**src/rtl/bcd_add_pkg.sv**
```systemverilog
package bcd_add_pkg;
  localparam int DW = 4;
  localparam int SW = DW + 1;
  localparam logic [DW-1:0] DMAX = 4'd9;

  typedef logic [DW-1:0] digit_t;
  typedef logic [SW-1:0] raw_t;

  typedef struct packed {
    logic   cy;
    digit_t dig;
  } corr_t;

  function automatic logic digit_ok(digit_t d);
    return d <= DMAX;
  endfunction

  function automatic digit_t nines_of(digit_t d);
    return DMAX - d;
  endfunction

  function automatic corr_t correct(raw_t r);
    corr_t c;
    if (r > raw_t'(DMAX)) begin
      c.cy  = 1'b1;
      c.dig = digit_t'(r - raw_t'(DMAX) - raw_t'(1));
    end else begin
      c.cy  = 1'b0;
      c.dig = digit_t'(r);
    end
    return c;
  endfunction

  function automatic logic zero_or_ten(raw_t r);
    return (r == raw_t'(0)) || (r == raw_t'(DMAX) + raw_t'(1));
  endfunction

  function automatic logic is_nine(raw_t r);
    return r == raw_t'(DMAX);
  endfunction
endpackage

```
**src/rtl/bcd_operand_prep.sv**
```systemverilog
module bcd_operand_prep
  import bcd_add_pkg::*;
(
  input  digit_t mem_d,
  input  digit_t work_d,
  input  logic   comp,
  output digit_t a_op,
  output digit_t b_op,
  output logic   bad
);
  always_comb begin
    a_op = mem_d;
    b_op = comp ? nines_of(work_d) : work_d;
    bad  = !(digit_ok(mem_d) && digit_ok(work_d));
  end
endmodule

```
**src/rtl/bcd_ripple_adder.sv**
```systemverilog
module bcd_ripple_adder #(
  parameter int W = 4
) (
  input  logic [W-1:0] a,
  input  logic [W-1:0] b,
  input  logic         cin,
  output logic [W:0]   raw
);
  logic [W:0] cy;
  assign cy[0] = cin;
  for (genvar i = 0; i < W; i++) begin : g_fa
    assign raw[i]  = a[i] ^ b[i] ^ cy[i];
    assign cy[i+1] = (a[i] & b[i]) | (cy[i] & (a[i] ^ b[i]));
  end
  assign raw[W] = cy[W];
endmodule

```
**src/rtl/bcd_dec_corrector.sv**
```systemverilog
module bcd_dec_corrector
  import bcd_add_pkg::*;
(
  input  raw_t   raw,
  output digit_t dig,
  output logic   cy_out,
  output logic   zero,
  output logic   nonzero,
  output logic   nine
);
  corr_t c;
  always_comb begin
    c       = correct(raw);
    dig     = c.dig;
    cy_out  = c.cy;
    zero    = zero_or_ten(raw);
    nonzero = ~zero;
    nine    = is_nine(raw);
  end
endmodule

```
**src/rtl/bcd_carry_reg.sv**
```systemverilog
module bcd_carry_reg (
  input  logic clk,
  input  logic rst_n,
  input  logic take,
  input  logic clr,
  input  logic set,
  input  logic d,
  output logic q
);
  always_ff @(posedge clk or negedge rst_n) begin
    if (!rst_n)    q <= 1'b0;
    else if (clr)  q <= 1'b0;
    else if (set)  q <= 1'b1;
    else if (take) q <= d;
  end
endmodule

```
**src/rtl/bcd_serial_digit_adder.sv**
```systemverilog
module bcd_serial_digit_adder
  import bcd_add_pkg::*;
#(
  parameter int DIGIT_W = bcd_add_pkg::DW
) (
  input  logic               clk,
  input  logic               rst_n,
  input  logic               step,
  input  logic               carry_clr,
  input  logic               carry_set,
  input  logic               comp_sel,
  input  logic [DIGIT_W-1:0] mem_digit,
  input  logic [DIGIT_W-1:0] work_digit,
  output logic [DIGIT_W-1:0] sum_digit,
  output logic               carry_out,
  output logic               carry_q,
  output logic               sum_zero,
  output logic               sum_nonzero,
  output logic               sum_nine,
  output logic               digit_err
);
  localparam int RAW_W = DIGIT_W + 1;

  digit_t           op_a, op_b;
  logic [RAW_W-1:0] raw_sum;
  logic             step_take;

  bcd_operand_prep u_prep (
    .mem_d (mem_digit),
    .work_d(work_digit),
    .comp  (comp_sel),
    .a_op  (op_a),
    .b_op  (op_b),
    .bad   (digit_err)
  );

  bcd_ripple_adder #(.W(DIGIT_W)) u_add (
    .a  (op_a),
    .b  (op_b),
    .cin(carry_q),
    .raw(raw_sum)
  );

  bcd_dec_corrector u_corr (
    .raw    (raw_sum),
    .dig    (sum_digit),
    .cy_out (carry_out),
    .zero   (sum_zero),
    .nonzero(sum_nonzero),
    .nine   (sum_nine)
  );

  assign step_take = step & ~digit_err;

  bcd_carry_reg u_cy (
    .clk  (clk),
    .rst_n(rst_n),
    .take (step_take),
    .clr  (carry_clr),
    .set  (carry_set),
    .d    (carry_out),
    .q    (carry_q)
  );
endmodule

```
**config.mk**
```make
export PLATFORM = sky130hd
export DESIGN_NAME = bcd_serial_digit_adder
export DESIGN_NICKNAME = d
export VERILOG_FILES = /design/src/rtl/bcd_add_pkg.sv /design/src/rtl/bcd_operand_prep.sv /design/src/rtl/bcd_ripple_adder.sv /design/src/rtl/bcd_dec_corrector.sv /design/src/rtl/bcd_carry_reg.sv /design/src/rtl/bcd_serial_digit_adder.sv
export SDC_FILE = /design/constraint.sdc
export NUM_CORES = 1
export LEC_CHECK = 0
export ABC_AREA = 0
export ABC_CLOCK_PERIOD_IN_PS = 5900
export CAP_MARGIN = 20
export CORE_AREA = 2 2 39 41
export DETAILED_ROUTE_END_ITERATION = 6
export DIE_AREA = 0 0 41 43
export DONT_BUFFER_PORTS = 1
export PLACE_DENSITY = 0.5
export SLEW_MARGIN = 20
export SYNTH_ARGS = -nofsm -noshare
export SYNTH_HDL_FRONTEND = slang
export SYNTH_SLANG_ARGS = --single-unit
export TNS_END_PERCENT = 5
```
**constraint.sdc**
```tcl
create_clock -name clk -period 5.9 [get_ports clk]
set_input_delay 1.18 -clock clk [delete_from_list [all_inputs] [get_ports clk]]
set_output_delay 1.18 -clock clk [all_outputs]
set_load 0.1 [all_outputs]
```
Word level (Yosys, flattened, before mapping). Index checks and enable logic that the tools add are counted.

Flip-flop bits (word level): 1. Output and inout bits: 10. Logic and storage cells: 41.

$lt $le $gt $ge: 3. Reductions and logical operators: 5. Muxes and demuxes: 5. Equality and inequality tests: 2. $add $sub $neg: 3. Bitwise logic cells: 22.

Operators by type and width (count): $eq 5x4->1 const B (2); $and 1x1->1 (9); $le 4x4->1 const B (2); $xor 1x1->1 (8); $gt 5x4->1 const B (1); $logic_not 5->1 (1); $mux 5 (1); $mux 4 (1); $or 1x1->1 (4); $sub 4x1->4 const B (1); $sub 4x4->4 const A (1); $sub 4x4->4 const B (1); $mux 1 (3); $reduce_bool 3->1 (1); $logic_and 1x1->1 (1); $logic_not 1->1 (1); $logic_or 1x1->1 (1); $not 1->1 (1).

Longest topological paths before layout.
Word-level depth: 16. Gate-level depth with buffers: 12. Mapped depth without buffers: 12.

By module. Synthesis repeated with hierarchy kept, for this count alone.

Cells, all modules: 57. Area, all modules: 466.7 µm².

By module, submodules not included: bcd_dec_corrector (cells an instance 21, seq. area each 0.0 µm², times used 1, area an instance 180.2 µm²); bcd_ripple_adder (cells an instance 14, seq. area each 0.0 µm², times used 1, area an instance 117.6 µm²); bcd_operand_prep (cells an instance 17, seq. area each 0.0 µm², times used 1, area an instance 111.4 µm²); bcd_carry_reg (cells an instance 4, seq. area each 25.0 µm², times used 1, area an instance 43.8 µm²); bcd_serial_digit_adder (cells an instance 1, seq. area each 0.0 µm², times used 1, area an instance 13.8 µm²).

Worst setup path after synthesis. No wires, ideal clock.

Path type: input to output. Start point: input comp_sel. End point: output sum_nonzero. Stages: 11. Buffers on the path: 1. Path slack: -2745 ps. Arrival time: 7465 ps. Cell sequence: xor2_1 -> fa_1 -> inv_1 -> fa_1 -> inv_1 -> fa_1 -> fa_1 -> buf_4 -> xnor2_1 -> nor4_1 -> inv_1.

Cells in the longest elaborated chain, start to end: 13.

RTL lines: start: declaration (RTL line bcd_serial_digit_adder.sv:11) `input logic comp_sel,`; $mux 4 (*) (RTL line bcd_operand_prep.sv:13) `b_op = comp ? nines_of(work_d) : work_d;`; $xor 1x1->1 (RTL line bcd_ripple_adder.sv:12, bcd_ripple_adder.sv:13); $and 1x1->1 (RTL line bcd_ripple_adder.sv:13) `assign cy[i+1] = (a[i] & b[i]) | (cy[i] & (a[i] ^ b[i]));`; $or 1x1->1 (RTL line bcd_ripple_adder.sv:13); $and 1x1->1 (RTL line bcd_ripple_adder.sv:13); $or 1x1->1 (RTL line bcd_ripple_adder.sv:13); $and 1x1->1 (RTL line bcd_ripple_adder.sv:13); $or 1x1->1 (RTL line bcd_ripple_adder.sv:13); $and 1x1->1 (RTL line bcd_ripple_adder.sv:13); $or 1x1->1 (RTL line bcd_ripple_adder.sv:13); $eq 5x4->1 or $logic_not 5->1 (tied branches) (RTL line bcd_add_pkg.sv:35) `return (r == raw_t'(0)) || (r == raw_t'(DMAX) + raw_t'(1));`; $logic_or 1x1->1 (*) (RTL line bcd_add_pkg.sv:35); via sum_zero (RTL line bcd_serial_digit_adder.sv:17) `output logic sum_zero,`; $not 1->1 (*) (RTL line bcd_dec_corrector.sv:17) `nonzero = ~zero;`; end: declaration (RTL line bcd_serial_digit_adder.sv:18) `output logic sum_nonzero,`.

Mark *: on every way through the listed nets, which the timed path passes. The rest lies on a longest branch.

Worst setup path in the final report.
Start point: input comp_sel. End point: output sum_digit[2].

Cells in the longest elaborated chain, start to end: 12.

RTL lines: $mux 4 (*) (RTL line bcd_operand_prep.sv:13); branches (longest 10 deep; another with $sub 4x4->4); $mux 5 (*) (RTL line bcd_add_pkg.sv:24) `if (r > raw_t'(DMAX)) begin`; end: declaration (RTL line bcd_serial_digit_adder.sv:14) `output logic [DIGIT_W-1:0] sum_digit,`.

Mark *: on every way between the ends.

==> impl_metrics.prom <==
# TYPE chip_impl_metric gauge
chip_impl_metric{name="synth_seq_area_share",unit=""} 0.0717
chip_impl_info{name="top_regs",value="u_cy.q (1)"} 1
chip_impl_metric{name="drtAntennaViolNets",unit=""} 0
chip_impl_metric{name="detailed_place_hpwl",unit="um"} 699
chip_impl_info{name="crit_family",value="adder cells"} 1
chip_impl_metric{name="cellPowerDensity",unit="nW/um2"} 508
chip_impl_metric{name="synth_nets",unit=""} 66
chip_impl_metric{name="number_of_antenna_violations_at_the_first_check_in_global_routing",unit=""} 0
chip_impl_metric{name="final-hold-violation-count",unit=""} 0
chip_impl_metric{name="critical_path.n_buffers_inverters",unit=""} 3
chip_impl_metric{name="period_needed",unit="ns"} 5.12
chip_impl_info{name="crit_slowest_cell",value="fa_1"} 1
chip_impl_metric{name="totalPowerFinal",unit="mW"} 0.249
chip_impl_metric{name="die-area",unit="um2"} 1760
chip_impl_metric{name="global_route_wire_length_before_repair",unit="um"} 1290
chip_impl_metric{name="switching_share",unit=""} 0.712
chip_impl_metric{name="met3WireLength",unit="um"} 70
chip_impl_metric{name="worst_path_clk_slew",unit="ns"} 0
chip_impl_metric{name="cts_post_setup_buffers_inserted",unit=""} 0
chip_impl_metric{name="synth.avg_cell_area",unit="um2"} 7.59
chip_impl_info{name="post_synth_main_area_contributors",value="fa_1 23%, o21ai_0 10%, inv_1 9.7%"} 1
chip_impl_info{name="startpoint_type",value="input port"} 1
chip_impl_metric{name="number_of_pins_with_negative_max_slew_slack_in_the_final_report",unit=""} 0
chip_impl_metric{name="num_io_pins",unit=""} 24
chip_impl_metric{name="nFillCells",unit=""} 147
chip_impl_metric{name="fp.coreArea",unit="um2"} 1380
chip_impl_metric{name="synth_warnings",unit=""} 0
chip_impl_info{name="yosysMostFrequentCell",value="inv_1"} 1
chip_impl_metric{name="grt_overflow_total",unit=""} 0
chip_impl_metric{name="final_util",unit=""} 0.354
chip_impl_metric{name="met2_wirelength",unit="um"} 358
chip_impl_info{name="route.top_layer_used",value="met3"} 1
chip_impl_metric{name="ys_types",unit=""} 22
chip_impl_metric{name="drc_errors",unit=""} 0
chip_impl_metric{name="clock_insertion_delay_worst_skew",unit="ns"} 0
chip_impl_info{name="critical_path.most_common_cell",value="fa_1"} 1
chip_impl_info{name="run_status",value="complete, no violations"} 1
chip_impl_metric{name="gp_congestion",unit=""} 0.635
chip_impl_metric{name="synth_enable_flop_cells",unit=""} 0
chip_impl_metric{name="p_seq_frac",unit=""} 0.031
chip_impl_metric{name="area_growth_syn_to_layout",unit="%"} 40.5
chip_impl_info{name="setup_repair_after_global_routing_missed_its_margin",value="false"} 1
chip_impl_metric{name="post_synth_inst_count",unit=""} 46
chip_impl_metric{name="critical_path.max_stage_delay",unit="ns"} 0.71
chip_impl_metric{name="ys_ff_latch",unit=""} 1
chip_impl_metric{name="pwr-share-comb",unit=""} 0.969
chip_impl_metric{name="drt-initial-drc-count",unit=""} 1
chip_impl_metric{name="critical_path_required",unit="ns"} 4.72
chip_impl_metric{name="peakVddDrop",unit="mV"} 0.209
chip_impl_metric{name="synth_top_area_share",unit=""} 0.229
chip_impl_info{name="synth_flop_cell",value="dfrtp_1"} 1
chip_impl_metric{name="drive_gt1_frac",unit=""} 0.296
chip_impl_metric{name="async_reset_ff_frac",unit=""} 1.00
chip_impl_metric{name="max_slew_margin",unit=""} 0.281
chip_impl_metric{name="worst-slew-pin-transition",unit="ns"} 1.08
chip_impl_info{name="synth_top_cells_by_count",value="9 x inv_1, 7 x o21ai_0, 4 x fa_1"} 1
chip_impl_metric{name="wl_met1",unit="um"} 291
chip_impl_metric{name="setup_total_negative_slack",unit="ns"} 0
chip_impl_metric{name="cts_hold_buffers",unit=""} 0
chip_impl_metric{name="grt_start_max_net_pins",unit=""} 9
chip_impl_metric{name="mappedNetlistArea",unit="um2"} 349
chip_impl_info{name="cp_cell_sequence",value="xor2_1, fa_1, inv_1, fa_1, inv_1, fa_1, fa_1, o21ai_0, a21oi_2, mux2i_4, buf_12"} 1
chip_impl_metric{name="grt_usage",unit=""} 0.0970
chip_impl_metric{name="port-buffer-count",unit=""} 0
chip_impl_metric{name="power_leakage",unit="nW"} 0.209
chip_impl_metric{name="drv.max_cap_violation_count",unit=""} 0
chip_impl_metric{name="number_of_flip_flops_in_the_largest_register",unit=""} 1
chip_impl_metric{name="p_clk_frac",unit=""} 0
chip_impl_metric{name="fin_skew",unit="ns"} 0
chip_impl_metric{name="floorplan.die.height",unit="um"} 43
chip_impl_metric{name="grt_pass1_vias",unit=""} 329
chip_impl_metric{name="p_int",unit="mW"} 0.0718
chip_impl_metric{name="nets",unit=""} 76
chip_impl_metric{name="final_min_period_over_clock_period",unit=""} 0.868
chip_impl_metric{name="max_freq",unit="MHz"} 195
chip_impl_metric{name="placement_rows",unit=""} 14
chip_impl_info{name="critical_path_endpoint_category",value="primary output"} 1
chip_impl_metric{name="timing.critical_path.fanout_max",unit=""} 8
chip_impl_info{name="largest_register_by_flop_count",value="u_cy.q"} 1
chip_impl_metric{name="p_sw",unit="mW"} 0.178
chip_impl_metric{name="die_w",unit="um"} 41
chip_impl_info{name="hp-class",value="in2async"} 1
chip_impl_metric{name="timing.final.setup_violations",unit=""} 0
chip_impl_metric{name="detailroute.via_count",unit=""} 336
chip_impl_metric{name="drt-total-wl",unit="um"} 720
chip_impl_info{name="crit_type",value="in2out"} 1
chip_impl_info{name="post-synth-top-area-cell",value="fa_1"} 1
chip_impl_metric{name="routed_wire_length_per_instance",unit="um"} 10.3
chip_impl_metric{name="worstPathArrival",unit="ns"} 3.94
chip_impl_metric{name="viasPerCell",unit=""} 4.80
chip_impl_metric{name="drt-pass1-iter-count",unit=""} 2
chip_impl_metric{name="diodes",unit=""} 0
chip_impl_metric{name="cts_resized",unit=""} 0
chip_impl_metric{name="start_util",unit=""} 0.252
[metal layers]
metal / global-route usage / up-vias
met4: 0 / 0
met3: 0 / 0
met5: 0 / -
met2: 0.159 / 14
met1: 0.148 / 150
li1: - / 172
[cells in the final DEF (no fill, tap or decap)]
master | Yosys | final
o21ai_2 | 0 | 2
o31a_1 | 1 | 1
a31oi_1 | 1 | 1
nand2_1 | 3 | 3
o31ai_4 | 0 | 1
dfrtp_1 | 1 | 1
and4_4 | 1 | 1
nor3_1 | 2 | 2
and2_1 | 1 | 1
xor2_1 | 1 | 1
ha_1 | 2 | 2
o211ai_1 | 1 | 1
inv_1 | 9 | 9
buf_4 | 1 | 8
nand3_1 | 1 | 1
xnor2_1 | 2 | 2
a21oi_1 | 2 | 2
fa_1 | 4 | 4
mux2i_4 | 0 | 1
a21oi_2 | 1 | 1
nor4_4 | 0 | 1
buf_12 | 0 | 1
o21ai_0 | 7 | 5
nor2_1 | 2 | 2
[area by class of cell]
type | count | area (um2) | share of cell area
Inverter | 9 | 33.8 | 0.0689
Multi-Input combinational cell | 35 | 332 | 0.676
Sequential cell | 1 | 25.0 | 0.0510
Tap cell | 16 | 20.0 | 0.0408
Timing Repair Buffer | 9 | 80.1 | 0.163
[through the flow]
step                      hold WS [ns]  instance area, um2  worst slack (ns)  instances
final                            0.884                 490             0.778         70
after global routing             0.884                 490             0.601         70
after detailed placement         0.884                 490             0.753         70
after CTS                        0.884                 490             0.750         70
after global placement           0.880                 490             0.783         70
after floorplan                  0.884                 377            -0.413         46
[power groups by stage]
stage	sequential (mW)	combinational, mW	clock, mW
after floorplan	0.0130	0.188	0
after global placement	0.00776	0.242	0
after detailed placement	0.00774	0.244	0
after CTS	0.00774	0.244	0
after global routing	0.00798	0.253	0
final	0.00775	0.242	0
[worst paths after layout]
path	slack [ns]	endpoint	startpoint	depth (start not counted)
worst max-delay path	0.78	sum_digit[2]	comp_sel	11
worst min-delay path	0.88	u_cy.q$_DFFE_PN0P_	rst_n	0
worst max register to register	2.54	u_cy.q$_DFFE_PN0P_	u_cy.q$_DFFE_PN0P_	11
worst min register to register	0.89	u_cy.q$_DFFE_PN0P_	u_cy.q$_DFFE_PN0P_	4
max in group asynchronous	4.95	u_cy.q$_DFFE_PN0P_	rst_n	0
min in group clk	0.89	u_cy.q$_DFFE_PN0P_	u_cy.q$_DFFE_PN0P_	4
[cells by family (layout without fill, tap and decap cells)]
kind of cell,after synthesis,in the layout,share of synthesized area
AND/OR/NAND/NOR,11,11,0.165
XOR/XNOR,3,3,0.0753
flip-flops,1,1,0.0717
buffers and inverters,10,18,0.118
adder cells (fa/ha/maj),6,6,0.301
AO/OA/AOI/OAI,14,14,0.240
multiplexers,1,1,0.0287
No activity file was read; power rests on OpenSTA's default activity.
